**src/rtl/addr_bkpt_pkg.sv**
```systemverilog
package addr_bkpt_pkg;

  localparam int ADDR_W    = 16;
  localparam int REG_AW    = 2;
  localparam int MATCH_IDX = 0;
  localparam int CTRL_IDX  = 1;
  localparam int EN_BIT    = 0;
  localparam int FORCE_BIT = 1;

  // strobes from control to datapath
  typedef struct packed {
    logic loadMatch;  // capture write data into the match register
    logic tagArm;     // tagging allowed this cycle
  } dpStrobe_t;

endpackage

```
**src/rtl/addr_bkpt_dp.sv**
```systemverilog
module addr_bkpt_dp
  import addr_bkpt_pkg::*;
#(
  parameter int AW = ADDR_W
) (
  input  logic          clk,
  input  logic          rstN,
  input  dpStrobe_t     strobe,
  input  logic [AW-1:0] wrData,
  input  logic [AW-1:0] busAddr,
  input  logic          busValid,
  input  logic          busFetch,
  output logic          anyHit,
  output logic          fetchTag
);

  logic [AW-1:0] matchQ;
  logic [AW-1:0] diffBits;
  logic          addrEq;

  always_ff @(posedge clk or negedge rstN) begin
    if (!rstN) matchQ <= '0;
    else if (strobe.loadMatch) matchQ <= wrData;
  end

  // bitwise difference, reduced below
  genvar gi;
  generate
    for (gi = 0; gi < AW; gi++) begin : g_cmp
      assign diffBits[gi] = busAddr[gi] ^ matchQ[gi];
    end
  endgenerate

  assign addrEq   = ~|diffBits;
  assign anyHit   = busValid && addrEq;
  assign fetchTag = strobe.tagArm && anyHit && busFetch;

  a_r2_match_load: assert property (@(posedge clk) disable iff (!rstN)
    strobe.loadMatch |=> (matchQ == $past(wrData)));

  a_r4_tag_needs_fetch: assert property (@(posedge clk) disable iff (!rstN)
    fetchTag |-> (busValid && busFetch));

endmodule

```
**src/rtl/addr_bkpt_ctl.sv**
```systemverilog
module addr_bkpt_ctl
  import addr_bkpt_pkg::*;
#(
  parameter int RAW = REG_AW
) (
  input  logic           clk,
  input  logic           rstN,
  input  logic           regWrEn,
  input  logic [RAW-1:0] regAddr,
  input  logic [1:0]     ctrlData,
  input  logic           anyHit,
  input  logic           instBoundary,
  input  logic           execValid,
  input  logic           execTag,
  output dpStrobe_t      strobe,
  output logic           bkptReq
);

  logic enableQ;
  logic forceSelQ;
  logic pendQ;
  logic reqQ;
  logic wrCtrl;
  logic forcedOn;
  logic taggedOn;
  logic forceHit;
  logic fireForce;
  logic fireTag;

  assign wrCtrl   = regWrEn && (regAddr == RAW'(CTRL_IDX));
  assign forcedOn = enableQ && forceSelQ;
  assign taggedOn = enableQ && !forceSelQ;

  assign strobe.loadMatch = regWrEn && (regAddr == RAW'(MATCH_IDX));
  assign strobe.tagArm    = taggedOn;

  assign forceHit  = forcedOn && anyHit;
  assign fireForce = forcedOn && instBoundary && (pendQ || forceHit);
  assign fireTag   = taggedOn && execValid && execTag;

  always_ff @(posedge clk or negedge rstN) begin
    if (!rstN) begin
      enableQ   <= 1'b0;
      forceSelQ <= 1'b0;
    end else if (wrCtrl) begin
      enableQ   <= ctrlData[EN_BIT];
      forceSelQ <= ctrlData[FORCE_BIT];
    end
  end

  always_ff @(posedge clk or negedge rstN) begin
    if (!rstN)          pendQ <= 1'b0;
    else if (!forcedOn) pendQ <= 1'b0;
    else if (fireForce) pendQ <= 1'b0;
    else if (forceHit)  pendQ <= 1'b1;
  end

  always_ff @(posedge clk or negedge rstN) begin
    if (!rstN) reqQ <= 1'b0;
    else       reqQ <= fireForce || fireTag;
  end

  assign bkptReq = reqQ;

  a_r3_quiet_when_off: assert property (@(posedge clk) disable iff (!rstN)
    !enableQ |=> !bkptReq);

  a_r8_pending_dropped: assert property (@(posedge clk) disable iff (!rstN)
    !(enableQ && forceSelQ) |=> !pendQ);

  a_r6_boundary_fires: assert property (@(posedge clk) disable iff (!rstN)
    (enableQ && forceSelQ && pendQ && instBoundary) |=> (bkptReq && !pendQ));

  a_r5_tag_exec_fires: assert property (@(posedge clk) disable iff (!rstN)
    (enableQ && !forceSelQ && execValid && execTag) |=> bkptReq);

  a_r10_no_tag_forced: assert property (@(posedge clk) disable iff (!rstN)
    (forceSelQ && !pendQ && !anyHit) |=> !bkptReq);

endmodule

```
**src/rtl/addr_bkpt.sv**
```systemverilog
module addr_bkpt
  import addr_bkpt_pkg::*;
(
  input  logic              clk,
  input  logic              rstN,
  input  logic              regWrEn,
  input  logic [REG_AW-1:0] regAddr,
  input  logic [ADDR_W-1:0] regWrData,
  input  logic [ADDR_W-1:0] busAddr,
  input  logic              busValid,
  input  logic              busFetch,
  input  logic              instBoundary,
  input  logic              execValid,
  input  logic              execTag,
  output logic              fetchTag,
  output logic              bkptReq
);

  dpStrobe_t strobe;
  logic      anyHit;

  addr_bkpt_ctl #(.RAW(REG_AW)) u_ctl (
    .clk          (clk),
    .rstN         (rstN),
    .regWrEn      (regWrEn),
    .regAddr      (regAddr),
    .ctrlData     (regWrData[1:0]),
    .anyHit       (anyHit),
    .instBoundary (instBoundary),
    .execValid    (execValid),
    .execTag      (execTag),
    .strobe       (strobe),
    .bkptReq      (bkptReq)
  );

  addr_bkpt_dp #(.AW(ADDR_W)) u_dp (
    .clk      (clk),
    .rstN     (rstN),
    .strobe   (strobe),
    .wrData   (regWrData),
    .busAddr  (busAddr),
    .busValid (busValid),
    .busFetch (busFetch),
    .anyHit   (anyHit),
    .fetchTag (fetchTag)
  );

  a_r7_single_pulse: assert property (@(posedge clk) disable iff (!rstN)
    (bkptReq && !instBoundary && !execValid) |=> !bkptReq);

endmodule

```
**config.mk**
```make
export PLATFORM = sky130hd
export DESIGN_NAME = addr_bkpt
export DESIGN_NICKNAME = d
export VERILOG_FILES = /design/src/rtl/addr_bkpt_pkg.sv /design/src/rtl/addr_bkpt_dp.sv /design/src/rtl/addr_bkpt_ctl.sv /design/src/rtl/addr_bkpt.sv
export SDC_FILE = /design/constraint.sdc
export NUM_CORES = 1
export LEC_CHECK = 0
export BUFFER_PORTS_ARGS = -buffer_cell sky130_fd_sc_hd__buf_4
export CAP_MARGIN = 25
export CELL_PAD_IN_SITES_DETAIL_PLACEMENT = 1
export CELL_PAD_IN_SITES_GLOBAL_PLACEMENT = 1
export CORE_MARGIN = 2
export CORE_UTILIZATION = 37
export CTS_CLUSTER_SIZE = 25
export DETAILED_ROUTE_END_ITERATION = 10
export HOLD_SLACK_MARGIN = 0.12
export PLACE_DENSITY = 0.82
export SLEW_MARGIN = 20
export SYNTH_ARGS = -nofsm -noshare
export SYNTH_HDL_FRONTEND = slang
export SYNTH_SLANG_ARGS = --single-unit
export TNS_END_PERCENT = 20
```
**constraint.sdc**
```tcl
create_clock -name clk -period 2.7 [get_ports clk]
set_input_delay 0.405 -clock clk [delete_from_list [all_inputs] [get_ports clk]]
set_output_delay 0.405 -clock clk [all_outputs]
set_load 0.02 [all_outputs]
```
[Yosys cells after proc, flatten, opt, wreduce, memory -nomap -nowiden]
Index checks and enable logic that the tools add are counted.
Storage, ports and cells
  register bits: 20
  output and inout bits: 2
  word-level logic and storage cells: 44
  bits of input ports: 42
Cells by class
  eq/ne operators: 2
  bitwise logic cells: 16
  muxes and demuxes: 3
  reduce and logical (&&, ||, !) cells: 18
Operators by type and width (count)
  OR reduction 16 bit: 1
  XOR 1 bit: 16
  logical AND 1 bit: 12
  two-way mux 1 bit: 3
  != test 3 bit (second input constant): 1
  == test 2 x 1 -> 1 bit (second input constant): 1
  zero test 1 bit: 2
  zero test 2 bit: 1
  logical OR 1 bit: 2

[Longest topological paths before layout]
  depth in word-level cells: 9
  mapped depth: 5
  gate-level depth less buffers: 5

[By module]
A second synthesis with hierarchy kept.
Second synthesis, totals
  cell total of the unflattened synthesis: 76
  area, all modules: 1002.2 sq um
By module, submodules not included
  addr_bkpt_dp: area each 797.0 sq um, cells each 61, times used 1, seq. area each 400.4 sq um
  addr_bkpt_ctl: area each 205.2 sq um, cells each 15, times used 1, seq. area each 100.1 sq um

[Worst setup path before layout]
Ideal clock, no wire load.
  path type: input -> output
  start: in busAddr[2]
  end: out fetchTag
  cell stages on the path: 5
  required time: 2295 ps
  arrival: 1618 ps
  path buffers: 0
  path slack: 677 ps
  cell sequence: xor2_1 -> nor4_1 -> nand3_1 -> or3b_1 -> nor3_2
On the way
  cells in the longest elaborated chain, start to end: 6
RTL lines
  start, declared: RTL line addr_bkpt.sv:9  | input logic [ADDR_W-1:0] busAddr,
  XOR 1 bit: RTL line addr_bkpt_dp.sv:30  | assign diffBits[gi] = busAddr[gi] ^ matchQ[gi];
  OR reduction 16 bit: RTL line addr_bkpt_dp.sv:34  | assign addrEq = ~|diffBits;
  zero test 1 bit: RTL line addr_bkpt_dp.sv:34
  logical AND 1 bit: RTL line addr_bkpt_dp.sv:35  | assign anyHit = busValid && addrEq;
  logical AND 1 bit (2 in a row): RTL line addr_bkpt_dp.sv:36  | assign fetchTag = strobe.tagArm && anyHit && busFetch;
  end, declared: RTL line addr_bkpt.sv:15  | output logic fetchTag,
Every way passes these cells.

[Worst setup path in the final report]
  start: reg u_dp.matchQ[0]
  end: out fetchTag
On the way
  cells in the longest elaborated chain, start to end: 6
RTL lines
  start, declared: RTL line addr_bkpt_dp.sv:17  | logic [AW-1:0] matchQ;
  start signal, assigned: RTL line addr_bkpt_dp.sv:23  | else if (strobe.loadMatch) matchQ <= wrData;
  XOR 1 bit: RTL line addr_bkpt_dp.sv:30
  OR reduction 16 bit: RTL line addr_bkpt_dp.sv:34
  zero test 1 bit: RTL line addr_bkpt_dp.sv:34
  logical AND 1 bit: RTL line addr_bkpt_dp.sv:35
  logical AND 1 bit (2 in a row): RTL line addr_bkpt_dp.sv:36
Every way passes these cells.

==> results_dict.tcl <==
set metrics [dict create \
    clock_power_share_pct 19.4 \
    worst_slew_margin_relative_to_its_limit_pct 81.55 \
    drt.antenna.violating_nets 0 \
    pre_cts_ws_ps 405.3 \
    final_layout_size_suffix_gt1_share_pct 54.92 \
    critical_path.max_stage_delay_ps 430 \
    post_drt_wl_per_cell_um 13.88 \
    antenna_found_initial 0 \
    final_core_utilization_pct 55.15 \
    clock.fmax_mhz 403.3 \
    critical_path_class "reg -> out" \
    via_count 742 \
    setup_viol_count_final 0 \
    cts.htree.levels 1 \
    post_cts_resized 0 \
    worst-slew-pin-transition_ps 274.3 \
    die-area_um2 3050 \
    path_cells "xor2_1 > nor4_1 > nand2_1 > or3b_1 > nor3_2 > buf_4" \
    coreArea_um2 2477 \
    die_w_um 55.23 \
    seqPwrFrac_pct 56.5 \
    cap_violations 0 \
    run_status "completed" \
    syn2layout_area_growth_pct 40.72 \
    final_max_slew_viol_count 0 \
    cts_hold_repair.buffers 1 \
    synth.yosys.seq_area_share_pct 51.55 \
    power.switching_mw 0.1773 \
    gp_routability_congestion 0.7010 \
    initialDrtViolationCount 2 \
    final.setup.worst_slack_ps 220.3 \
    power_switching_share_pct 25.65 \
    hpwl_um 1774 \
    crit_path_max_fanout 2 \
    placement.io_buffers 43 \
    postSynthAreaPerCell_um2 12.95 \
    synth_largest_type_area_fraction_pct 51.55 \
    cts_inserted_buffers 3 \
    number_of_nets_in_the_layout 166 \
    power.combinational.fraction_pct 24.0 \
    synth.ff_latch_count 20 \
    worst_ep_required_time_ps 2300 \
    post_synth_instance_area_um2 970.9 \
    syn_inst 75 \
    totalPowerFinal_mw 0.6912 \
    vdd.ir_drop.worst_mv 0.3607 \
    synthDistinctLibCells 17 \
    post-route-min-period_ps 2480 \
    globalRoute.totalOverflow 0 \
    crit_path_end_kind "primary output" \
    start_util_pct 39.19 \
    critPathArrivalTime_ps 2070 \
    cp-start-kind "register" \
    die_height_um 55.23 \
    post_synthesis_net_count 117 \
    grt_setup_unrepaired "false" \
    power_leakage_nw 0.6283 \
    synth_area_leader_cell "sky130_fd_sc_hd__dfrtp_1" \
    clk_path_buf_depth 2 \
    diodes 0 \
    via_per_inst 4.882 \
    grt_pass1_vias 830 \
    tritoncts "done" \
    synth_top_cells_by_area "sky130_fd_sc_hd__dfrtp_1 52%, sky130_fd_sc_hd__mux2_2 21%, sky130_fd_sc_hd__xor2_1 14%, sky130_fd_sc_hd__nor4_1 1.9%, sky130_fd_sc_hd__nand3_1 1.5%" \
    report.final.hold_viol_count 0 \
    hold_class "in -> reg" \
    clock_insertion_delay_at_the_later_pin_of_the_skew_report_ps 290 \
    finClkSkew_ps 6.980 \
    clock_slew_seen_by_the_registers_of_the_worst_setup_and_hold_paths_ps 100 \
    clock_sinks 20 \
    final.setup.tns_ps 0 \
    drt_first_pass_iters 3 \
    crit_slowest_cell "sky130_fd_sc_hd__or3b_1" \
    wl_um 2109 \
    post-route-drc-count 0 \
    postCtsSetupBuffers 0 \
    finalCritPeriodShare_pct 91.84 \
    num_io_pins 44 \
    internal_power_mw 0.5139 \
    grt_first_pass_wirelength_um 3657 \
    grt_max_degree 21 \
    power.density_nw_per_um2 505.9 \
    clock_tree.root_cell "sky130_fd_sc_hd__clkbuf_4" \
    rows 18 \
    yosysWarnings 0 \
    grt_usage_pct 15.42 \
]
==> cell families after synthesis <==
kind of cell | count (synthesis) | share of synthesized area [%]
multiplexers | 18 | 20.88
AO/OA/AOI/OAI | 3 | 1.803
XOR/XNOR | 16 | 14.43
flip-flops | 20 | 51.55
AND/OR/NAND/NOR | 16 | 10.44
buffers and inverters | 2 | 0.9012
==> synthesized netlist by cell type, drive strengths merged <==
master  count
a21oi       1
nand3b      2
nor3        3
o21a        1
xnor2       1
nor4        3
xor2       15
nand2       3
or3b        1
nor3b       1
nand3       3
mux2       18
o21ai       1
inv         1
buf         1
dfrtp      20
==> sequential cells by signal, summed over array words and instances (netlist names) <==
| register | cells |
|---|---|
| u_ctl.enableQ | 1 |
| u_dp.matchQ | 16 |
| u_ctl.bkptReq | 1 |
| u_ctl.pendQ | 1 |
| u_ctl.forceSelQ | 1 |
==> metrics by stage <==
stage          cells  instance area (um2)  hold WS (ps)
2_1_floorplan     75                970.9         109.4
3_3_place_gp     148                 1334         296.1
3_5_place_dp     148                 1334         299.6
4_1_cts          152                 1366         323.9
5_1_grt          152                 1366         315.3
6_report         152                 1366         335.4
==> path summary, 6_finish.rpt <==
| path | from | to | slack [ps] | depth (start not counted) |
|---|---|---|---|---|
| worst max-delay path | u_dp.matchQ[0] | fetchTag | 220 | 6 |
| worst min-delay path | regWrData[4] | u_dp.matchQ[4] | 340 | 2 |
| worst max register to register | u_dp.matchQ[0] | u_ctl.pendQ | 1040 | 5 |
| worst min register to register | u_ctl.pendQ | u_ctl.pendQ | 520 | 2 |
| max in group asynchronous | rstN | u_ctl.bkptReq | 1980 | 2 |
| min in group asynchronous | rstN | u_dp.matchQ[8] | 510 | 2 |
==> routing by layer <==
metal  global-route usage (%)  part of all wire [%]  wire length, um  up-vias
li1                         -                     -                -      356
met1                    17.27                    38              807      353
met2                    27.38                    53             1119       29
met3                    4.215                   7.1              150        4
met4                    6.272                   1.5               31        0
met5                        0                     0                0        -
==> power groups by stage <==
| stage | combinational (mW) | sequential [mW] | clock [mW] |
|---|---|---|---|
| global route | 0.186 | 0.398 | 0.153 |
| detailed placement | 0.168 | 0.398 | 0 |
| global placement | 0.162 | 0.395 | 0 |
| CTS | 0.170 | 0.392 | 0.142 |
| floorplan | 0.0971 | 0.388 | 0 |
| finish | 0.166 | 0.391 | 0.134 |
==> worst max-delay path, delay by kind of cell, from the launching register on <==
kind | cells | cell delay [ps]
flops | 1 | 410
simple gates | 4 | 1040
xor+xnor | 1 | 160
buf+inv | 1 | 160
==> layout by cell type, fill, tap and decap left out <==
cell type,netlist,final
sky130_fd_sc_hd__buf_4,0,44
sky130_fd_sc_hd__dfrtp_1,20,20
sky130_fd_sc_hd__mux2_2,18,18
sky130_fd_sc_hd__xor2_1,15,15
sky130_fd_sc_hd__nand2_1,3,3
sky130_fd_sc_hd__nand3_1,3,3
sky130_fd_sc_hd__nor4_1,3,3
sky130_fd_sc_hd__clkbuf_4,0,3
sky130_fd_sc_hd__nor3_1,2,2
sky130_fd_sc_hd__nand3b_1,2,2
sky130_fd_sc_hd__o21ai_0,1,1
sky130_fd_sc_hd__xnor2_1,1,1
sky130_fd_sc_hd__o21a_1,1,1
sky130_fd_sc_hd__or3b_1,1,1
sky130_fd_sc_hd__nor3_2,1,1
sky130_fd_sc_hd__nor3b_2,1,1
sky130_fd_sc_hd__inv_1,1,1
sky130_fd_sc_hd__a21oi_1,1,1
sky130_fd_sc_hd__dlygate4sd3_1,0,1
==> area by class of cell <==
cell class	instances	area [um2]
inverters	1	3.754
clock buffers	3	22.52
well taps	30	37.54
repair buffers	45	340.3
flip-flops and latches	20	500.5
fillers	282	1111
multi-input cells	53	461.7
Note: power is estimated with default switching activity, not from simulation.
